**src/rtl/dmt_pkg.sv**
```systemverilog
package dmt_pkg;
  localparam int SAMPLE_W = 32;
  localparam int WLB_W    = 7;

  typedef enum logic [1:0] {
    SRC_NONE  = 2'b00,
    SRC_LEFT  = 2'b01,
    SRC_RIGHT = 2'b10,
    SRC_BOTH  = 2'b11
  } src_e;

  function automatic logic [WLB_W-1:0] wl_bits(input logic [1:0] code);
    case (code)
      2'b00:   wl_bits = 7'd16;
      2'b01:   wl_bits = 7'd20;
      2'b10:   wl_bits = 7'd24;
      default: wl_bits = 7'd32;
    endcase
  endfunction
endpackage

```
**src/rtl/dmt_cfg_decode.sv**
```systemverilog
module dmt_cfg_decode
  import dmt_pkg::*;
#(
  parameter int FLEN_W = 9
) (
  input  logic              clk,
  input  logic              rst,
  input  logic [1:0]        fmt,
  input  logic              mono_en,
  input  logic [1:0]        wl_code,
  input  logic [FLEN_W-1:0] frame_len,
  input  logic              ena_l,
  input  logic              ena_r,
  output logic [WLB_W-1:0]  wl,
  output src_e              src,
  output logic              mono_err
);
  localparam int CW = (FLEN_W > WLB_W + 1) ? FLEN_W : WLB_W + 1;
  localparam logic [1:0] FMT_DSP = 2'b11;

  logic          mono_act;
  logic [CW-1:0] len_x;
  logic [CW-1:0] twice_x;
  logic          err_q;

  assign wl       = wl_bits(wl_code);
  assign mono_act = mono_en && (fmt == FMT_DSP);
  assign len_x    = CW'(frame_len);
  assign twice_x  = CW'({wl, 1'b0});

  always_comb begin
    if (!mono_act)  src = SRC_BOTH;
    else if (ena_r) src = SRC_RIGHT;
    else if (ena_l) src = SRC_LEFT;
    else            src = SRC_NONE;
  end

  always_ff @(posedge clk) begin
    if (rst) err_q <= 1'b0;
    else     err_q <= mono_act && (len_x >= twice_x);
  end

  assign mono_err = err_q;

  a_r6_right_wins: assert property (@(posedge clk) disable iff (rst)
    (mono_en && fmt == FMT_DSP && ena_r) |-> (src == SRC_RIGHT));
  a_r4_dsp_only: assert property (@(posedge clk) disable iff (rst)
    (fmt != FMT_DSP) |-> (src == SRC_BOTH));
  a_r9_err_needs_mono: assert property (@(posedge clk) disable iff (rst)
    mono_err |-> ($past(mono_en) && $past(fmt) == FMT_DSP));
endmodule

```
**src/rtl/dmt_word_prep.sv**
```systemverilog
module dmt_word_prep
  import dmt_pkg::*;
#(
  parameter int W = SAMPLE_W
) (
  input  logic             clk,
  input  logic             rst,
  input  logic [W-1:0]     sample,
  input  logic [WLB_W-1:0] wl,
  input  logic             inv,
  output logic [W-1:0]     word
);
  logic [W-1:0] keep_mask;
  logic [W-1:0] masked;
  logic [W-1:0] top_only;

  assign keep_mask = ~({W{1'b1}} >> wl);
  assign masked    = sample & keep_mask;
  assign word      = inv ? (~masked + 1'b1) : masked;
  assign top_only  = {1'b1, {(W-1){1'b0}}};

  a_r8_sign_flips: assert property (@(posedge clk) disable iff (rst)
    (inv && masked != '0 && masked != top_only) |-> (word[W-1] != masked[W-1]));
  a_r2_tail_clear: assert property (@(posedge clk) disable iff (rst)
    ((word & ~keep_mask) == '0));
endmodule

```
**src/rtl/dmt_serializer.sv**
```systemverilog
module dmt_serializer
  import dmt_pkg::*;
#(
  parameter int W = SAMPLE_W
) (
  input  logic             clk,
  input  logic             rst,
  input  logic             fsync,
  input  src_e             src,
  input  logic [WLB_W-1:0] wl,
  input  logic [W-1:0]     word_l,
  input  logic [W-1:0]     word_r,
  output logic             sdata
);
  localparam int PW = 2 * W;

  logic [PW-1:0] pk_new;
  logic [PW-1:0] pk_q;
  logic          sd_q;

  always_comb begin
    case (src)
      SRC_LEFT:  pk_new = {word_l, {W{1'b0}}};
      SRC_RIGHT: pk_new = {word_r, {W{1'b0}}};
      SRC_BOTH:  pk_new = {word_l, {W{1'b0}}} | ({word_r, {W{1'b0}}} >> wl);
      default:   pk_new = '0;
    endcase
  end

  always_ff @(posedge clk) begin
    if (rst) begin
      pk_q <= '0;
      sd_q <= 1'b0;
    end else if (fsync) begin
      sd_q <= pk_new[PW-1];
      pk_q <= pk_new << 1;
    end else begin
      sd_q <= pk_q[PW-1];
      pk_q <= pk_q << 1;
    end
  end

  assign sdata = sd_q;

  a_r7_none_silent: assert property (@(posedge clk) disable iff (rst)
    (fsync && src == SRC_NONE) |=> !sdata);
  a_r3_drained_quiet: assert property (@(posedge clk) disable iff (rst)
    (!fsync && pk_q == '0) |=> !sdata);
endmodule

```
**src/rtl/dsp_mono_tx.sv**
```systemverilog
module dsp_mono_tx
  import dmt_pkg::*;
#(
  parameter int FLEN_W = 9
) (
  input  logic              clk,
  input  logic              rst,
  input  logic              fsync,
  input  logic [1:0]        fmt,
  input  logic              mono_en,
  input  logic [1:0]        wl_code,
  input  logic [FLEN_W-1:0] frame_len,
  input  logic              ena_l,
  input  logic              ena_r,
  input  logic              inv_l,
  input  logic              inv_r,
  input  logic [31:0]       left_word,
  input  logic [31:0]       right_word,
  output logic              sdata,
  output logic              mono_err
);
  localparam int NCH = 2;

  logic [WLB_W-1:0]          wl;
  src_e                      src;
  logic [NCH-1:0][SAMPLE_W-1:0] samples;
  logic [NCH-1:0][SAMPLE_W-1:0] words;
  logic [NCH-1:0]            invs;

  assign samples = {right_word, left_word};
  assign invs    = {inv_r, inv_l};

  dmt_cfg_decode #(.FLEN_W(FLEN_W)) u_dec (
    .clk(clk), .rst(rst), .fmt(fmt), .mono_en(mono_en), .wl_code(wl_code),
    .frame_len(frame_len), .ena_l(ena_l), .ena_r(ena_r),
    .wl(wl), .src(src), .mono_err(mono_err)
  );

  for (genvar c = 0; c < NCH; c++) begin : g_ch
    dmt_word_prep #(.W(SAMPLE_W)) u_prep (
      .clk(clk), .rst(rst), .sample(samples[c]), .wl(wl),
      .inv(invs[c]), .word(words[c])
    );
  end

  dmt_serializer #(.W(SAMPLE_W)) u_ser (
    .clk(clk), .rst(rst), .fsync(fsync), .src(src), .wl(wl),
    .word_l(words[0]), .word_r(words[1]), .sdata(sdata)
  );

  a_r1_quiet_after_reset: assert property (@(posedge clk)
    $past(rst) |-> (!sdata && !mono_err));
endmodule

```
**config.mk**
```make
export PLATFORM = sky130hd
export DESIGN_NAME = dsp_mono_tx
export DESIGN_NICKNAME = d
export VERILOG_FILES = /design/src/rtl/dmt_pkg.sv /design/src/rtl/dmt_cfg_decode.sv /design/src/rtl/dmt_word_prep.sv /design/src/rtl/dmt_serializer.sv /design/src/rtl/dsp_mono_tx.sv
export SDC_FILE = /design/constraint.sdc
export NUM_CORES = 1
export LEC_CHECK = 0
export BUFFER_PORTS_ARGS = -buffer_cell sky130_fd_sc_hd__clkbuf_2
export CAP_MARGIN = 0
export CORE_MARGIN = 2
export CORE_UTILIZATION = 25
export DETAILED_ROUTE_END_ITERATION = 8
export GPL_TIMING_DRIVEN = 0
export PLACE_DENSITY = 0.44
export REMOVE_ABC_BUFFERS = 1
export SYNTH_ARGS = -nofsm -noshare
export SYNTH_HDL_FRONTEND = slang
export SYNTH_SLANG_ARGS = --single-unit
```
**constraint.sdc**
```tcl
create_clock -name clk -period 2.95 [get_ports clk]
set_input_delay 0.1475 -clock clk [delete_from_list [all_inputs] [get_ports clk]]
set_output_delay 0.1475 -clock clk [all_outputs]
set_load 0.01 [all_outputs]
```
==> metrics.md <==
| Metric | Value |
|---|---|
| Setup CP Type | `in -> reg` |
| Main area contributors after synthesis | `dfxtp_1 25%, o21ai_0 5.7%, nand2_1 5.1%` |
| Post-synthesis simple-gate area fraction | `21.3%` |
| Cell variety after synth | `68` |
| Antenna fix cells | `0` |
| Final setup slack of the worst path | `0.0917 ns` |
| Register area share after synthesis | `25.3%` |
| Crit path DAT | `3.06 ns` |
| Fill count | `2,266` |
| Peak supply drop | `0.234 mV` |
| Pin count of the biggest net entering global routing | `46` |
| Later-pin clock latency in the skew report | `0.34 ns` |
| First-pass GRT wire length | `32,400 um` |
| Crit path capture type | `register` |
| Number of global-route vias before repair | `5,368` |
| Post-DR vias/cell | `5.66` |
| Initial DRC Count | `519` |
| P&R area growth vs syn | `20.9%` |
| Worst r2r dst | `u_ser.pk_q[39]$_SDFF_PP0_` |
| Most used DFF post-synth | `dfxtp_1` |
| Port Buffers | `86` |
| Largest family of logic cells by synthesized area | `compound AO/OA/AOI/OAI gates` |
| M1 WL | `9780 um` |
| R2r worst-path depth | `3` |
| Reg2reg setup slack | `1.90 ns` |
| Clk sinks | `65` |
| Required @ worst endpoint | `3.15 ns` |
| Clk slew on worst S/H paths | `0.06 ns` |
| Hold Path Class | `in -> reg` |
| GRT overflow | `0` |
| Warnings from Yosys | `0` |
| Synth Area in XOR/XNOR | `8.01%` |
| Count leader, synth | `nand2_1` |
| R2r startpoint | `u_ser.pk_q[38]$_SDFF_PP0_` |
| EDFF count, synth | `0` |
| Status | `completed` |
| Final WL | `21,200 um` |
| Multiplexer share of the synthesized area | `0.999%` |
| Top cells by count, synth | `70 x nand2_1, 65 x dfxtp_1, 61 x nor2_1` |
| Starting Density | `25.5%` |
| Synth Area in Compound Gates | `38.3%` |
| Synth Register Bits | `65` |
| CTS buffer count | `9` |
| Die area | `21,700 um^2` |
| Layout cells sized above 1 | `19.3%` |
| Die H | `147 um` |
| Synth top area share | `25.3%` |
| Vias | `5,728` |
| Core area | `20,200 um^2` |
| Die width | `147 um` |
| Final period util | `96.9%` |
| Final Setup Violations | `0` |
| Post-DRT Antenna Nets | `0` |
| Post-route total power | `2.85 mW` |
| GRT Resource Usage Total | `19.2%` |
| Worst Setup EP | `u_ser.pk_q[40]$_SDFF_PP0_` |
| Synth Area in Adders | `1.66%` |
| I/O pin total | `87` |
| Max Clk Rate | `350 MHz` |
| Pleak | `2.23 nW` |
| Maxcap violations | `0` |
| Post-synth ARST share | `0%` |
| Routed met2 length | `9520 um` |
| CP Launch Type | `input pin` |
| WHS Path Cells | `3` |
| Hold_buf cts | `0` |
| Crit path from | `wl_code[1]` |
| Max layer used | `met4` |
| Area of the mapped netlist | `5140 um^2` |
| WL/cell | `20.9 um` |
| DP Wirelength | `15,600 um` |
| Crit Path Max Fanout | `38` |
| PwrDens | `459 nW/um^2` |
| Row Count | `52` |
| Fin. Hold Viols | `0` |
| DP Worst Slack | `-1.87 ns` |
| Clock Tree Root | `clkbuf_16` |
| # DRC | `0` |
| Mapped Cells | `682` |
| Met3 wire length | `1310 um` |
| Initial antenna violation count | `0` |
| Slew margin rel. | `9.01%` |
| Yosys top cell by area | `dfxtp_1` |
| Max-slew violations | `0` |
| Tmin final | `2.86 ns` |
| GPL Wtd Cong | `0.877` |
| Mean Syn Cell Area | `7.53 um^2` |
| TritonCTS clock tree | `yes` |
| Htree depth | `3` |
| Post-Route Skew | `0.00607 ns` |
| NumNets Final | `828` |
| Tightest Pin Transition | `1.36 ns` |
| Longest Clk Path Bufs | `2` |
| RSZ-0062 raised after global routing | `true` |
| Pre-Repair DR Iteration Count | `5` |
timing repair:
action / 4_1_cts / 5_1_grt
pin swaps: 0 / 2
gates resized for setup: 16 / 5
buffers inserted: 0 / 1
endpoints found under the setup margin: 61 / 26
gates cloned: 0 / 0
power by group:
part	switching [mW]	leakage [nW]	internal [mW]	total, mW
logic	0.479	1.55	0.245	0.724
registers	0.0172	0.533	0.939	0.956
clock network	0.428	0.145	0.743	1.17
total	0.924	2.23	1.93	2.85
placed cells by master (no fill, tap or decap), drive strengths merged, types with 4 or more instances in the layout:
| cell | Yosys | final |
|---|---|---|
| clkbuf | 35 | 95 |
| nand2 | 70 | 70 |
| dfxtp | 65 | 65 |
| o21ai | 64 | 64 |
| nor2 | 61 | 61 |
| a21oi | 38 | 38 |
| a22oi | 31 | 31 |
| xnor2 | 29 | 29 |
| xor2 | 18 | 18 |
| o41ai | 18 | 18 |
| o31ai | 17 | 17 |
| nor3 | 16 | 16 |
| inv | 14 | 15 |
| a211oi | 12 | 12 |
| nand3 | 11 | 11 |
| nor4 | 11 | 11 |
| a31oi | 10 | 10 |
| o211ai | 10 | 10 |
| or4 | 10 | 10 |
| nand2b | 9 | 9 |
| a22o | 9 | 9 |
| or3 | 9 | 9 |
| o221ai | 8 | 8 |
| a32oi | 8 | 8 |
| a221oi | 7 | 7 |
| or2 | 7 | 7 |
| ha | 6 | 6 |
| and2 | 6 | 6 |
| and3 | 5 | 5 |
| o21a | 4 | 4 |
| a31o | 4 | 4 |
| mux2i | 4 | 4 |
| o311ai | 4 | 4 |
worst min path at each step:
stage | start | end | slack (ns)
after global routing | left_word[26] | u_ser.pk_q[59]$_SDFF_PP0_ | 0.14
after global placement | u_ser.pk_q[8]$_SDFF_PP0_ | u_ser.pk_q[9]$_SDFF_PP0_ | 0.41
after CTS | left_word[28] | u_ser.pk_q[61]$_SDFF_PP0_ | 0.11
final | left_word[26] | u_ser.pk_q[59]$_SDFF_PP0_ | 0.11
after detailed placement | u_ser.pk_q[11]$_SDFF_PP0_ | u_ser.pk_q[12]$_SDFF_PP0_ | 0.41
after floorplan | rst | u_ser.pk_q[13]$_SDFF_PP0_ | 0.22
state kept, by name, summed over array words and instances, names as in the netlist:
signal / flops
u_dec.mono_err: 1
u_ser.sdata: 1
u_ser.pk_q: 63
critical path: stages:
cell and delay, ns:
clkbuf_4 0.42, and2_4 0.45, inv_1 0.35, a21oi_1 0.56, nor3_1 0.23, a211oi_4 0.58, nand2b_1 0.19, a32oi_1 0.11
cell families (layout without fill, tap and decap cells):
| kind of cell | after synthesis | in the layout |
|---|---|---|
| compound gates | 275 | 275 |
| simple gates | 223 | 223 |
| flops | 65 | 65 |
| buf+inv | 60 | 120 |
| xor+xnor | 47 | 47 |
| fa+ha+maj | 7 | 7 |
| mux | 5 | 5 |
cell type report:
cell class,instances,area [um^2],share of cell area [%]
inverters,16,60.1,0.967
flip-flops and latches,65,1300,21.0
clock inverters,6,91.3,1.47
clock buffers,10,229,3.69
repair buffers,88,467,7.52
multi-input cells,557,3720,60.0
well taps,270,338,5.44
metal layers:
metal | vias to the layer above | global-route usage [%]
met2 | 239 | 30.4
met4 | 0 | 6.15
met5 | - | 0
met3 | 37 | 3.23
li1 | 2726 | -
met1 | 2726 | 26.7
through the flow:
step | TNS (ns) | hold WS (ns) | cell area, um^2 | utilization (%) | instances
2_1_floorplan | 0 | 0.217 | 4970 | - | 638
3_3_place_gp | -92.81 | 0.406 | 5740 | 28.4 | 994
3_5_place_dp | -82.66 | 0.413 | 5760 | 28.6 | 995
4_1_cts | 0 | 0.113 | 6180 | 30.6 | 1011
5_1_grt | -0.276 | 0.136 | 6210 | 30.8 | 1012
6_report | 0 | 0.114 | 6210 | 30.8 | 1012
Power figures use the tool's default switching activity.
